**config.mk**
```make
export PLATFORM = sky130hd
export DESIGN_NAME = tmr_vote_reg
export DESIGN_NICKNAME = d
export VERILOG_FILES = /design/src/rtl/tmr_vote_pkg.sv /design/src/rtl/tmr_maj.sv /design/src/rtl/tmr_copy.sv /design/src/rtl/tmr_sat_cnt.sv /design/src/rtl/tmr_vote_reg.sv
export SDC_FILE = /design/constraint.sdc
export NUM_CORES = 1
export LEC_CHECK = 0
export BUFFER_PORTS_ARGS = -buffer_cell sky130_fd_sc_hd__buf_2
export CORE_ASPECT_RATIO = 1.25
export CORE_MARGIN = 1
export CORE_UTILIZATION = 55
export CTS_BUF_LIST = sky130_fd_sc_hd__clkbuf_8
export CTS_CLUSTER_DIAMETER = 80
export DETAILED_ROUTE_END_ITERATION = 6
export GPL_TIMING_DRIVEN = 1
export PLACE_DENSITY = 0.81
export SYNTH_ARGS = -nofsm -noshare
export SYNTH_HDL_FRONTEND = slang
export SYNTH_SLANG_ARGS = --single-unit
```
**constraint.sdc**
```tcl
create_clock -name clk -period 3.2 [get_ports clk]
set_clock_uncertainty 0.1 [all_clocks]
set_input_delay 0.64 -clock clk [delete_from_list [all_inputs] [get_ports clk]]
set_output_delay 0.64 -clock clk [all_outputs]
set_load 0.005 [all_outputs]
```
**src/rtl/tmr_vote_pkg.sv**
```systemverilog
package tmr_vote_pkg;
  localparam int unsigned NREP = 3;
  typedef enum logic {
    MODE_HOLD  = 1'b0,
    MODE_SCRUB = 1'b1
  } fix_mode_e;
endpackage

```
**src/rtl/tmr_maj.sv**
```systemverilog
module tmr_maj #(
  parameter int unsigned W = 8
) (
  input  logic [W-1:0] a,
  input  logic [W-1:0] b,
  input  logic [W-1:0] c,
  output logic [W-1:0] y
);
  assign y = (a & b) | (a & c) | (b & c);
endmodule

```
**src/rtl/tmr_copy.sv**
```systemverilog
module tmr_copy #(
  parameter int unsigned W = 8
) (
  input  logic         clk,
  input  logic         rst_n,
  input  logic         load,
  input  logic [W-1:0] load_data,
  input  logic         refresh,
  input  logic [W-1:0] vote_fb,
  input  logic [W-1:0] flip,
  output logic [W-1:0] q
);
  logic [W-1:0] nxt;

  always_comb begin
    if (load)         nxt = load_data;
    else if (refresh) nxt = vote_fb;
    else              nxt = q;
  end

  always_ff @(posedge clk or negedge rst_n) begin
    if (!rst_n) q <= '0;
    else        q <= nxt ^ flip;
  end
endmodule

```
**src/rtl/tmr_sat_cnt.sv**
```systemverilog
module tmr_sat_cnt #(
  parameter int unsigned CW = 16
) (
  input  logic          clk,
  input  logic          rst_n,
  input  logic          hit,
  output logic [CW-1:0] cnt
);
  localparam logic [CW-1:0] TOP = {CW{1'b1}};

  always_ff @(posedge clk or negedge rst_n) begin
    if (!rst_n)                 cnt <= '0;
    else if (hit && cnt != TOP) cnt <= cnt + 1'b1;
  end
endmodule

```
**src/rtl/tmr_vote_reg.sv**
```systemverilog
module tmr_vote_reg
  import tmr_vote_pkg::*;
#(
  parameter int unsigned W     = 8,
  parameter int unsigned CNT_W = 16
) (
  input  logic                 clk,
  input  logic                 rst_n,
  input  logic                 mode_i,
  input  logic                 in_valid,
  output logic                 in_ready,
  input  logic [W-1:0]         in_data,
  input  logic [NREP*W-1:0]    upset_i,
  output logic [W-1:0]         out_data,
  output logic [NREP-1:0]      diverge_o,
  output logic                 multi_fault_o,
  output logic [NREP*CNT_W-1:0] dis_cnt_o
);
  logic [W-1:0] copy_q [NREP];
  logic [W-1:0] fb     [NREP];
  logic         scrub;

  assign in_ready = 1'b1;
  assign scrub    = (fix_mode_e'(mode_i) == MODE_SCRUB);

  for (genvar k = 0; k < NREP; k++) begin : g_rep
    tmr_maj #(.W(W)) u_vote (
      .a(copy_q[0]), .b(copy_q[1]), .c(copy_q[2]), .y(fb[k])
    );
    tmr_copy #(.W(W)) u_copy (
      .clk(clk), .rst_n(rst_n),
      .load(in_valid), .load_data(in_data),
      .refresh(scrub), .vote_fb(fb[k]),
      .flip(upset_i[k*W +: W]),
      .q(copy_q[k])
    );
    assign diverge_o[k] = |(copy_q[k] ^ out_data);
    tmr_sat_cnt #(.CW(CNT_W)) u_cnt (
      .clk(clk), .rst_n(rst_n), .hit(diverge_o[k]),
      .cnt(dis_cnt_o[k*CNT_W +: CNT_W])
    );
  end

  assign out_data = fb[0];

  tmr_maj #(.W(1)) u_multi (
    .a(diverge_o[0]), .b(diverge_o[1]), .c(diverge_o[2]), .y(multi_fault_o)
  );
endmodule

```
* After elaboration in Yosys (flattened, before gate mapping)
Cells that the tools add are included.
** Operators by class
- Bitwise operators :: 16
- $add $sub $neg :: 3
- Reduce and logical (&&, ||, !) cells :: 6
- Mux-type cells :: 6
- Eq/ne operators :: 3
** Operator list (count)
- 16-bit by 1-bit adder with 16-bit output (second input constant) :: 3
- 8-bit 2-to-1 mux :: 6
- 16-bit != test (second input constant) :: 3
- 8-bit bitwise XOR :: 6
- 8-bit AND :: 3
- 8-bit OR reduction :: 3
- 8-bit bitwise OR :: 2
- 1-bit AND :: 3
- 1-bit logical AND :: 3
- 1-bit bitwise OR :: 2
** Storage, ports and cells
- Output and inout bits :: 61
- Register bits :: 72
- Logic and storage cells :: 40
- Input bits :: 36

* Depth between registers and ports, before layout
Gate-level depths: netlist of run 1.
- Depth in word-level cells :: 8
- Gate-level depth with buffers :: 7
- Gate-level depth less buffers :: 6

* Hierarchy
Synthesis of run 1 repeated with hierarchy kept, for this count alone.
** Unflattened totals
- Cells, all modules :: 402
- Area total of the unflattened synthesis :: 4459.3 µm²
** Modules (own cells, without submodules)
- tmr_sat_cnt :: instances 3, area an instance 859.6 µm², cells an instance 72
- tmr_copy :: instances 3, area an instance 442.9 µm², cells an instance 42
- tmr_vote_reg :: instances 1, area an instance 270.3 µm², cells an instance 35
- tmr_maj at g_rep[0].u_vote ... :: instances 3, area an instance 90.1 µm², cells an instance 8
- tmr_maj at u_multi :: instances 1, area an instance 11.3 µm², cells an instance 1

* Worst setup path after synthesis of run 1
Ideal clock, no wire load.
- Kind :: reg2out
- Start point :: register g_rep[0].u_copy.q[3]
- End point :: output multi_fault_o
- Buffers on the path :: 1
- Path slack :: 799 ps
- Data required time :: 2460 ps
- Cell stages (with the launch flop) :: 6
- Arrival time :: 1661 ps
- Cells stage by stage :: dfrtp_1 -> a21oi_1 -> o22ai_1 -> or4_1 -> buf_2 -> maj3_2
** On the way
- Longest elaborated chain between the ends :: 8
- Elaborated cells on any way between the ends :: 15
- Those cells by class :: bitwise (12); reduce/logical (3)
** Ends and longest elaborated chain
- start: declaration :: line tmr_copy.sv:11 : output logic [W-1:0] q
- start signal: assignment :: line tmr_copy.sv:23 : else q <= nxt ^ flip;
- 8-bit AND :: line tmr_maj.sv:9 : assign y = (a & b) | (a & c) | (b & c);
- 8-bit bitwise OR (2 in a row) :: line tmr_maj.sv:9
- 8-bit bitwise XOR :: line tmr_vote_reg.sv:37 : assign diverge_o[k] = |(copy_q[k] ^ out_data);
- 8-bit OR reduction :: line tmr_vote_reg.sv:37
- 1-bit AND :: line tmr_maj.sv:9
- 1-bit bitwise OR :: line tmr_maj.sv:9
- 1-bit bitwise OR (*) :: line tmr_maj.sv:9
- end: declaration :: line tmr_vote_reg.sv:16 : output logic multi_fault_o,
Every way passes the cells marked *; elsewhere a longest branch is shown, timed or not.

* Worst setup path after layout of run 1
- Start point :: register g_rep[0].u_copy.q[0]
- End point :: output multi_fault_o
The elaborated chain is that of the path after synthesis.

==> results of run 1 <==
kinds of logic after synthesis:
kind of cell | Yosys count | synth area share, %
flops | 72 | 44.0
compound gates | 67 | 10.1
other cells | 1 | 0.0915
fa+ha+maj | 4 | 1.19
xor+xnor | 65 | 13.9
simple gates | 179 | 25.6
mux | 7 | 1.92
buf+inv | 23 | 3.24
layer usage:
metal	vias to the layer above	global-route usage (%)	wire, um
met5	-	0	0
met2	98	41.9	4530
met4	0	8.81	93
met3	10	3.89	317
li1	1666	-	-
met1	1605	31.2	3930
flip-flops by register name (all words and copies together) (netlist names):
register / cells
g_rep.u_cnt.cnt: 48
g_rep.u_copy.q: 24
power breakdown:
part / switching [mW] / leakage [nW] / internal, mW
Combinational: 0.481 / 1.23 / 0.499
Clock: 0.344 / 0.109 / 0.424
Sequential: 0.286 / 0.908 / 1.12
cell usage after synthesis (5+ instances only):
library cell  number  area share (%)
inv_1              7            0.64
nand2b_1          25             3.8
nand4_1           18             2.7
nor2b_1            9             1.4
clkbuf_1           5            0.46
or3b_2             5             1.1
or3b_1             6             1.3
o2111ai_1          5             1.1
o21a_1             8             1.5
mux2_2             7             1.9
buf_4              6             1.1
nand3b_1          12             2.2
and3_1             8             1.2
dfrtp_1           72              44
xor2_1            37             7.9
nor3_1             8            0.98
xnor2_1           28             6.0
nand2_1           21             1.9
a21oi_1           43             5.3
nand3_1           22             2.7
nor2_1            27             2.5
worst max-delay path by stage:
stage / endpoint / slack [ps] / from
final: multi_fault_o / 290 / g_rep[0].u_copy.q[0]
after global routing: multi_fault_o / 180 / g_rep[1].u_copy.q[2]
after CTS: multi_fault_o / 290 / g_rep[0].u_copy.q[4]
after detailed placement: multi_fault_o / 660 / g_rep[0].u_copy.q[4]
after global placement: multi_fault_o / 720 / g_rep[0].u_copy.q[4]
after floorplan: multi_fault_o / 800 / g_rep[0].u_copy.q[3]
worst register-to-register path, stage by stage (launching register included):
cell and delay, ps:
dfrtp_1 460, ha_1 210, nand3_1 150, or4_1 570, nor2_1 130, buf_4 180
nor2_1 80, mux2_2 270
cell type report:
| class | count | area, um2 | share of cell area, % |
|---|---|---|---|
| timing repair buffer | 100 | 526 | 10.8 |
| inverter | 8 | 30.0 | 0.619 |
| clock inverter | 4 | 51.3 | 1.06 |
| tap | 90 | 113 | 2.32 |
| sequential | 72 | 1800 | 37.1 |
| multi-input combinational | 323 | 2160 | 44.6 |
| clock buffer | 12 | 165 | 3.40 |
==> run metrics, run 1 <==
outcome finished clean; Die H 98.5 um; critical path class flip-flop to output pin; leading cell types in the layout, fill and taps excluded buf_2, dfrtp_1, a21oi_1, xor2_1, xnor2_1; Mapped Cells 418; share of layout cells above drive strength 1 26.0%; Finished Layout Cells 609; reg2reg path depth 7; DRC errors left 0; Final WS setup 287 ps; most common cell after layout, fill and taps aside buf_2; Finished Cell Area 4850 um2; Least-Margin Pin Slew 662 ps; n_diodes 0; Initial Util 57.7%; Post-CTS Setup Bufs 0; Async SR Flop Fraction 100%; FF-to-FF setup slack 940 ps; relative slew slack 55.5%; FILL cells 568; Hold Path Class input port to asynchronous set/reset pin; Setup crit start kind flip-flop; Slew Limit Fails 0; YS warnings 0; Post-Syn Nets 457; routed len/inst 14.6 um; total congestion overflow after global routing 0; DP Cell Count 593; initial antenna violation count 0; crit-path max FO 7; Crit path depth 5; die extent in x 79.2 um; drt total wl 8870 um; IO buf count 95; Reg-to-Reg End g_rep[0].u_cnt.cnt[1]; CP peak stage delay 520 ps; Rows 34; Fin. Hold Viols 0; CTS Buf Count 9; final period utilization 91.0%; CTS tree done; area of the die 7800 um2; post-synthesis to final-layout area growth 18.3%; Root Driver clkbuf_8; TritonRoute pass-1 iters 4; post-layout util 68.3%; Mean Syn Cell Area 9.81 um2; WP data arrival 2170 ps; Skew-Pair Late Insertion Delay 340 ps; worst path required time 2460 ps; gpl congestion 0.866; Vias 3379; worst hold margin 221 ps; worst path bufs/invs 1; Power Density 649 nW/um2; clock-pin slew of the registers on the worst-case setup and hold paths 80 ps; vias per cell 5.55; pre-CTS setup slack 660 ps; Cell variety after synth 43; cts repair resizes 0; # hold bufs at CTS 0; RR Startpoint g_rep[0].u_cnt.cnt[0]; GRT Total Usage 24.6%; H-tree depth 3; Clock Sinks 72; vias in the first global route 3284; Setup TNS 0 ps; EDFF count, synth 0; Peak VDD IR 0.000344 V; Highest Clock Rate 0.343 GHz; pin count of the biggest net entering global routing 46; Max Cap Viol 0; Static Leakage 2.25 nW; min cycle time layout 2910 ps; CP top delay family simple AND/OR/NAND/NOR gates; Final Power 3.15 mW; Max Root-Sink Buffers 2; Placed Area 4630 um2; register area share after synthesis 44.0%; Top FF cell, synth dfrtp_1; CP cell instances a21oi_1 > o221ai_1 > or4_1 > maj3_2 > buf_2; DRT antenna net count 0; final net count 553; Synth Cell Area 4100 um2; CP max stage cell or4_1; crit path capture type output pin; flops & latches, synth 72; setup violators final 0; Detailed Place HPWL 6530 um; unrepaired setup endpoints after global routing no; top-level port count 97; Core ar. 7100 um2; DRT iter0 DRCs 126; first-pass GRT wire length 15100 um
No activity file was read; power rests on OpenSTA's default activity.
==> run 2: changes to the inputs <==
--- a/config.mk
+++ b/config.mk
@@ -14,6 +14,7 @@
 export DETAILED_ROUTE_END_ITERATION = 6
 export GPL_TIMING_DRIVEN = 1
 export PLACE_DENSITY = 0.81
+export RECOVER_POWER = 100
 export SYNTH_ARGS = -nofsm -noshare
 export SYNTH_HDL_FRONTEND = slang
 export SYNTH_SLANG_ARGS = --single-unit
==> run metrics, run 2 (synthesized netlist as in run 1, its figures left out) <==
vias per cell 5.54 (-0.15%); setup violators final 0 (unchanged); die extent in x 79.2 um (unchanged); Highest Clock Rate 0.336 GHz (-2.0%); FF-to-FF setup slack 650 ps (-290 ps); worst hold margin 376 ps (+155 ps); top-level port count 97 (unchanged); Placed Area 4630 um2 (unchanged); Core ar. 7100 um2 (unchanged); max FFs per register 48 (unchanged); FILL cells 588 (+3.5%); RR Startpoint g_rep[0].u_cnt.cnt[0]; Initial Util 57.7% (unchanged); Finished Layout Cells 609 (unchanged); drt total wl 8840 um (-0.34%); TritonRoute pass-1 iters 4 (unchanged); DRC errors left 0 (unchanged); H-tree depth 3 (unchanged); share of layout cells above drive strength 1 21.0% (-5.0 points); # hold bufs at CTS 0 (unchanged); gpl congestion 0.866 (unchanged); Least-Margin Pin Slew 1480 ps (+820 ps); outcome finished clean; initial antenna violation count 0 (unchanged); worst path required time 2460 ps (about the same); crit-path max FO 7 (unchanged); unrepaired setup endpoints after global routing no; crit path capture type output pin; Clock Sinks 72 (unchanged); Setup TNS 0 ps (unchanged); CP top delay family simple AND/OR/NAND/NOR gates; final period utilization 92.9% (+1.9 points); Peak VDD IR 0.000339 V (-1.5%); DP Cell Count 593 (unchanged); final net count 553 (unchanged); Crit path depth 6 (+1); Skew-Pair Late Insertion Delay 340 ps (about the same); most common cell after layout, fill and taps aside dfrtp_1; pin count of the biggest net entering global routing 46 (unchanged); Finished Cell Area 4780 um2 (-1.4%); Reg-to-Reg End g_rep[0].u_cnt.cnt[1]; WP data arrival 2230 ps (+60 ps); Slew Limit Fails 0 (unchanged); CP max stage cell nor4_1; area of the die 7800 um2 (unchanged); post-synthesis to final-layout area growth 16.7%; Max Cap Viol 0 (unchanged); Hold Path Class input port to flip-flop; first-pass GRT wire length 15100 um (unchanged); worst path bufs/invs 2 (+1); Post-CTS Setup Bufs 0 (unchanged); CTS tree done; Vias 3374 (-0.15%); Power Density 651 nW/um2 (+0.20%); clock-pin slew of the registers on the worst-case setup and hold paths 80 ps (about the same); cts repair resizes 0 (unchanged); relative slew slack 1.21% (-54 points); Rows 34 (unchanged); top flop regs g_rep.u_cnt.cnt: 48 flops, g_rep.u_copy.q: 24 flops; CP startpoint g_rep[0].u_copy.q[0]; critical path class flip-flop to output pin; Max Root-Sink Buffers 2 (unchanged); Worst Setup EP multi_fault_o; routed len/inst 14.5 um (-0.34%); Setup crit start kind flip-flop; n_diodes 0 (unchanged); leading cell types in the layout, fill and taps excluded dfrtp_1, buf_2, a21oi_1, xor2_1, xnor2_1; min cycle time layout 2970 ps (+60.4 ps); post-layout util 67.3% (-0.97 points); Static Leakage 2.16 nW (-4.0%); vias in the first global route 3284 (unchanged); Fin. Hold Viols 0 (unchanged); Root Driver clkbuf_8; reg2reg path depth 7 (unchanged); Detailed Place HPWL 6530 um (unchanged); total congestion overflow after global routing 0 (unchanged); CP cell instances or3b_1 > o2111ai_1 > nor4_1 > inv_2 > maj3_1 > buf_2; IO buf count 95 (unchanged); DRT antenna net count 0 (unchanged); CTS Buf Count 9 (unchanged); Biggest register g_rep.u_cnt.cnt; Die H 98.5 um (unchanged); GRT Total Usage 24.6% (unchanged); CP peak stage delay 500 ps (-20 ps); DRT iter0 DRCs 141 (+12%)
==> run 2: where the power goes <==
group	total (mW)	leakage [nW]	switching [mW]	internal [mW]
Combinational	0.941	1.14	0.466	0.475
Sequential	1.40	0.908	0.285	1.12
Clock	0.770	0.109	0.346	0.424
Total	3.11	2.16	1.10	2.02
==> run 2: per-layer routing <==
layer | track usage [%] | vias up | part of all wire (%)
li1 | - | 1664 | -
met1 | 31.2 | 1602 | 44
met2 | 41.9 | 99 | 51
met3 | 3.89 | 9 | 3.9
met4 | 8.81 | 0 | 1.2
met5 | 0 | - | 0
==> run 2: how the worst min path moves through the flow <==
stage                               start                    end  slack [ps]  depth (start not counted)
detailed placement  g_rep[0].u_cnt.cnt[9]  g_rep[0].u_cnt.cnt[9]         390                          1
global placement    g_rep[0].u_cnt.cnt[9]  g_rep[0].u_cnt.cnt[9]         370                          1
global route                   upset_i[6]   g_rep[0].u_copy.q[6]         360                          2
CTS                                 rst_n  g_rep[1].u_cnt.cnt[3]         230                          1
finish                         upset_i[6]   g_rep[0].u_copy.q[6]         380                          2
floorplan                           rst_n  g_rep[0].u_cnt.cnt[0]         240                          0
==> run 2: metrics by stage <==
step | setup slack, ps | total power [mW]
6_report | 226 | 3.11
5_1_grt | 107 | 3.32
4_1_cts | 294 | 3.16
3_5_place_dp | 660 | 2.39
3_3_place_gp | 721 | 2.34
2_1_floorplan | 799 | 2.01
==> run 2: area by class of cell <==
cell class | count | area (um2) | area share [%]
Inverter | 8 | 30.0 | 0.628
Multi-Input combinational cell | 323 | 2140 | 44.8
Tap cell | 90 | 113 | 2.35
Timing Repair Buffer | 100 | 479 | 10.0
Clock inverter | 4 | 51.3 | 1.07
Clock buffer | 12 | 165 | 3.45
Sequential cell | 72 | 1800 | 37.7
==> run 3: changes to the inputs <==
==> constraint.sdc (replaced) <==
create_clock -name clk -period 3.85 [get_ports clk]
set_clock_uncertainty 0.1 [all_clocks]
set_input_delay 0.77 -clock clk [delete_from_list [all_inputs] [get_ports clk]]
set_output_delay 0.77 -clock clk [all_outputs]
set_load 0.005 [all_outputs]
==> run metrics, run 3 (synthesized netlist as in run 1, its figures left out) <==
Final WS setup 355 ps (+129 ps); top-level port count 97 (unchanged); Biggest register g_rep.u_cnt.cnt; Max Root-Sink Buffers 2 (unchanged); IO buf count 95 (unchanged); Sequential Power Share 45.6% (+0.6 points); die extent in x 79.2 um (unchanged); Placed Area 4610 um2 (-0.59%); Max Cap Viol 1 (+1); NetSw 0.909 mW (-17%); Static Leakage 2.17 nW (+0.52%); H-tree depth 3 (unchanged); Final Power 2.56 mW (-18%); Highest Clock Rate 0.286 GHz; Detailed Place HPWL 6370 um (-2.6%); Power Density 536 nW/um2 (-18%); DRT iter0 DRCs 152 (+7.8%); vias in the first global route 3312 (+0.85%); Cell Int Power 1.65 mW (-18%); CTS tree done; leading cell types in the layout, fill and taps excluded buf_2, dfrtp_1, a21oi_1, xor2_1, xnor2_1; GRT Total Usage 24.6% (+0.049 points); final net count 551 (-0.36%); DRT antenna net count 0 (unchanged); n_diodes 0 (unchanged); DP Cell Count 591 (-0.34%); Fin. Hold Viols 0 (unchanged); unrepaired setup endpoints after global routing no; Finished Cell Area 4770 um2 (-0.18%); Clock Sinks 72 (unchanged); Core ar. 7100 um2 (unchanged); Hold Path Class flip-flop to flip-flop; max FFs per register 48 (unchanged); initial antenna violation count 0 (unchanged); vias per cell 5.67 (+2.4%); setup violators final 0 (unchanged); first-pass GRT wire length 15000 um (-0.59%); most common cell after layout, fill and taps aside buf_2; total congestion overflow after global routing 0 (unchanged); Initial Util 57.7% (unchanged); Rows 34 (unchanged); DRC errors left 0 (unchanged); TritonRoute pass-1 iters 4 (unchanged); Least-Margin Pin Slew 1750 ps (+267 ps); pin count of the biggest net entering global routing 73 (+59%); share of layout cells above drive strength 1 21.5% (+0.47 points); outcome finished with violations; Finished Layout Cells 607 (-0.33%); FILL cells 596 (+1.4%); CTS Buf Count 9 (unchanged); final period utilization 90.8%; Clock Power Share 23.5% (-1.2 points); cts repair resizes 0 (unchanged); Skew-Pair Late Insertion Delay 350 ps (about the same); crit path capture type output pin; Setup TNS 0 ps (unchanged); Peak VDD IR 0.000306 V (-9.6%); violated checks max-capacitance violations, max-slew violations; post-synthesis to final-layout area growth 16.5%; min cycle time layout 3500 ps; WP data arrival 2630 ps (+400 ps); critical path class flip-flop to output pin; Post-CTS Setup Bufs 0 (unchanged); relative slew slack -16.6% (-18 points); worst hold margin 400 ps (+24.7 ps); Setup crit start kind flip-flop; pre-CTS setup slack 810 ps (+149 ps); switching part of the total 35.5% (+0.28 points); # hold bufs at CTS 0 (unchanged); drt total wl 8860 um (+0.19%); clock-pin slew of the registers on the worst-case setup and hold paths 70 ps (about the same); crit-path max FO 17 (+10); area of the die 7800 um2 (unchanged); Die H 98.5 um (unchanged); worst path required time 2980 ps (+520 ps); combinational power share 31.0% (+0.8 points); top flop regs g_rep.u_cnt.cnt: 48 flops, g_rep.u_copy.q: 24 flops; gpl congestion 0.826 (-4.6%); post-layout util 67.2% (-0.12 points); Slew Limit Fails 73 (+73); Vias 3442 (+2.0%); routed len/inst 14.6 um (+0.52%); Root Driver clkbuf_8
==> run 3: final timing paths <==
check / to / start / cells past startpoint / slack, ps
min in group asynchronous: g_rep[1].u_cnt.cnt[5] / rst_n / 2 / 850
worst min-delay path: g_rep[0].u_cnt.cnt[9] / g_rep[0].u_cnt.cnt[9] / 1 / 400
worst min register to register: g_rep[0].u_cnt.cnt[9] / g_rep[0].u_cnt.cnt[9] / 1 / 400
worst max register to register: g_rep[0].u_cnt.cnt[1] / g_rep[0].u_cnt.cnt[0] / 6 / 1240
worst max-delay path: multi_fault_o / g_rep[2].u_copy.q[0] / 6 / 350
max in group asynchronous: g_rep[2].u_copy.q[3] / rst_n / 2 / 1750
==> run 3: power by group through the flow <==
stage / Combinational (mW) / Sequential [mW] / Clock, mW
floorplan: 0.538 / 1.14 / 0
global placement: 0.789 / 1.15 / 0
detailed placement: 0.814 / 1.17 / 0
CTS: 0.821 / 1.16 / 0.618
global route: 0.899 / 1.20 / 0.651
finish: 0.793 / 1.17 / 0.600
==> run 3: area by class of cell <==
| class | count | area [um2] | area share (%) |
|---|---|---|---|
| clock buffer | 11 | 151 | 3.17 |
| timing repair buffer | 98 | 467 | 9.78 |
| sequential | 72 | 1800 | 37.7 |
| clock inverter | 5 | 47.5 | 0.996 |
| inverter | 8 | 30.0 | 0.629 |
| multi-input combinational | 323 | 2160 | 45.3 |
| tap | 90 | 113 | 2.36 |
==> run 3: routing by layer <==
layer / wire length [um] / global-route usage [%] / vias to the layer above / part of all wire (%)
li1: - / - / 1664 / -
met1: 3850 / 31.2 / 1646 / 43
met2: 4380 / 39.5 / 111 / 49
met3: 424 / 6.39 / 21 / 4.8
met4: 206 / 10.5 / 0 / 2.3
met5: 0 / 0 / - / 0
==> run 3: critical path, cell delays in order, from the launching register on <==
cell and delay (ps):
dfrtp_1 440, a21oi_1 230, o221ai_1 170, or4_1 510, clkbuf_1 350, maj3_1 450, buf_2 130
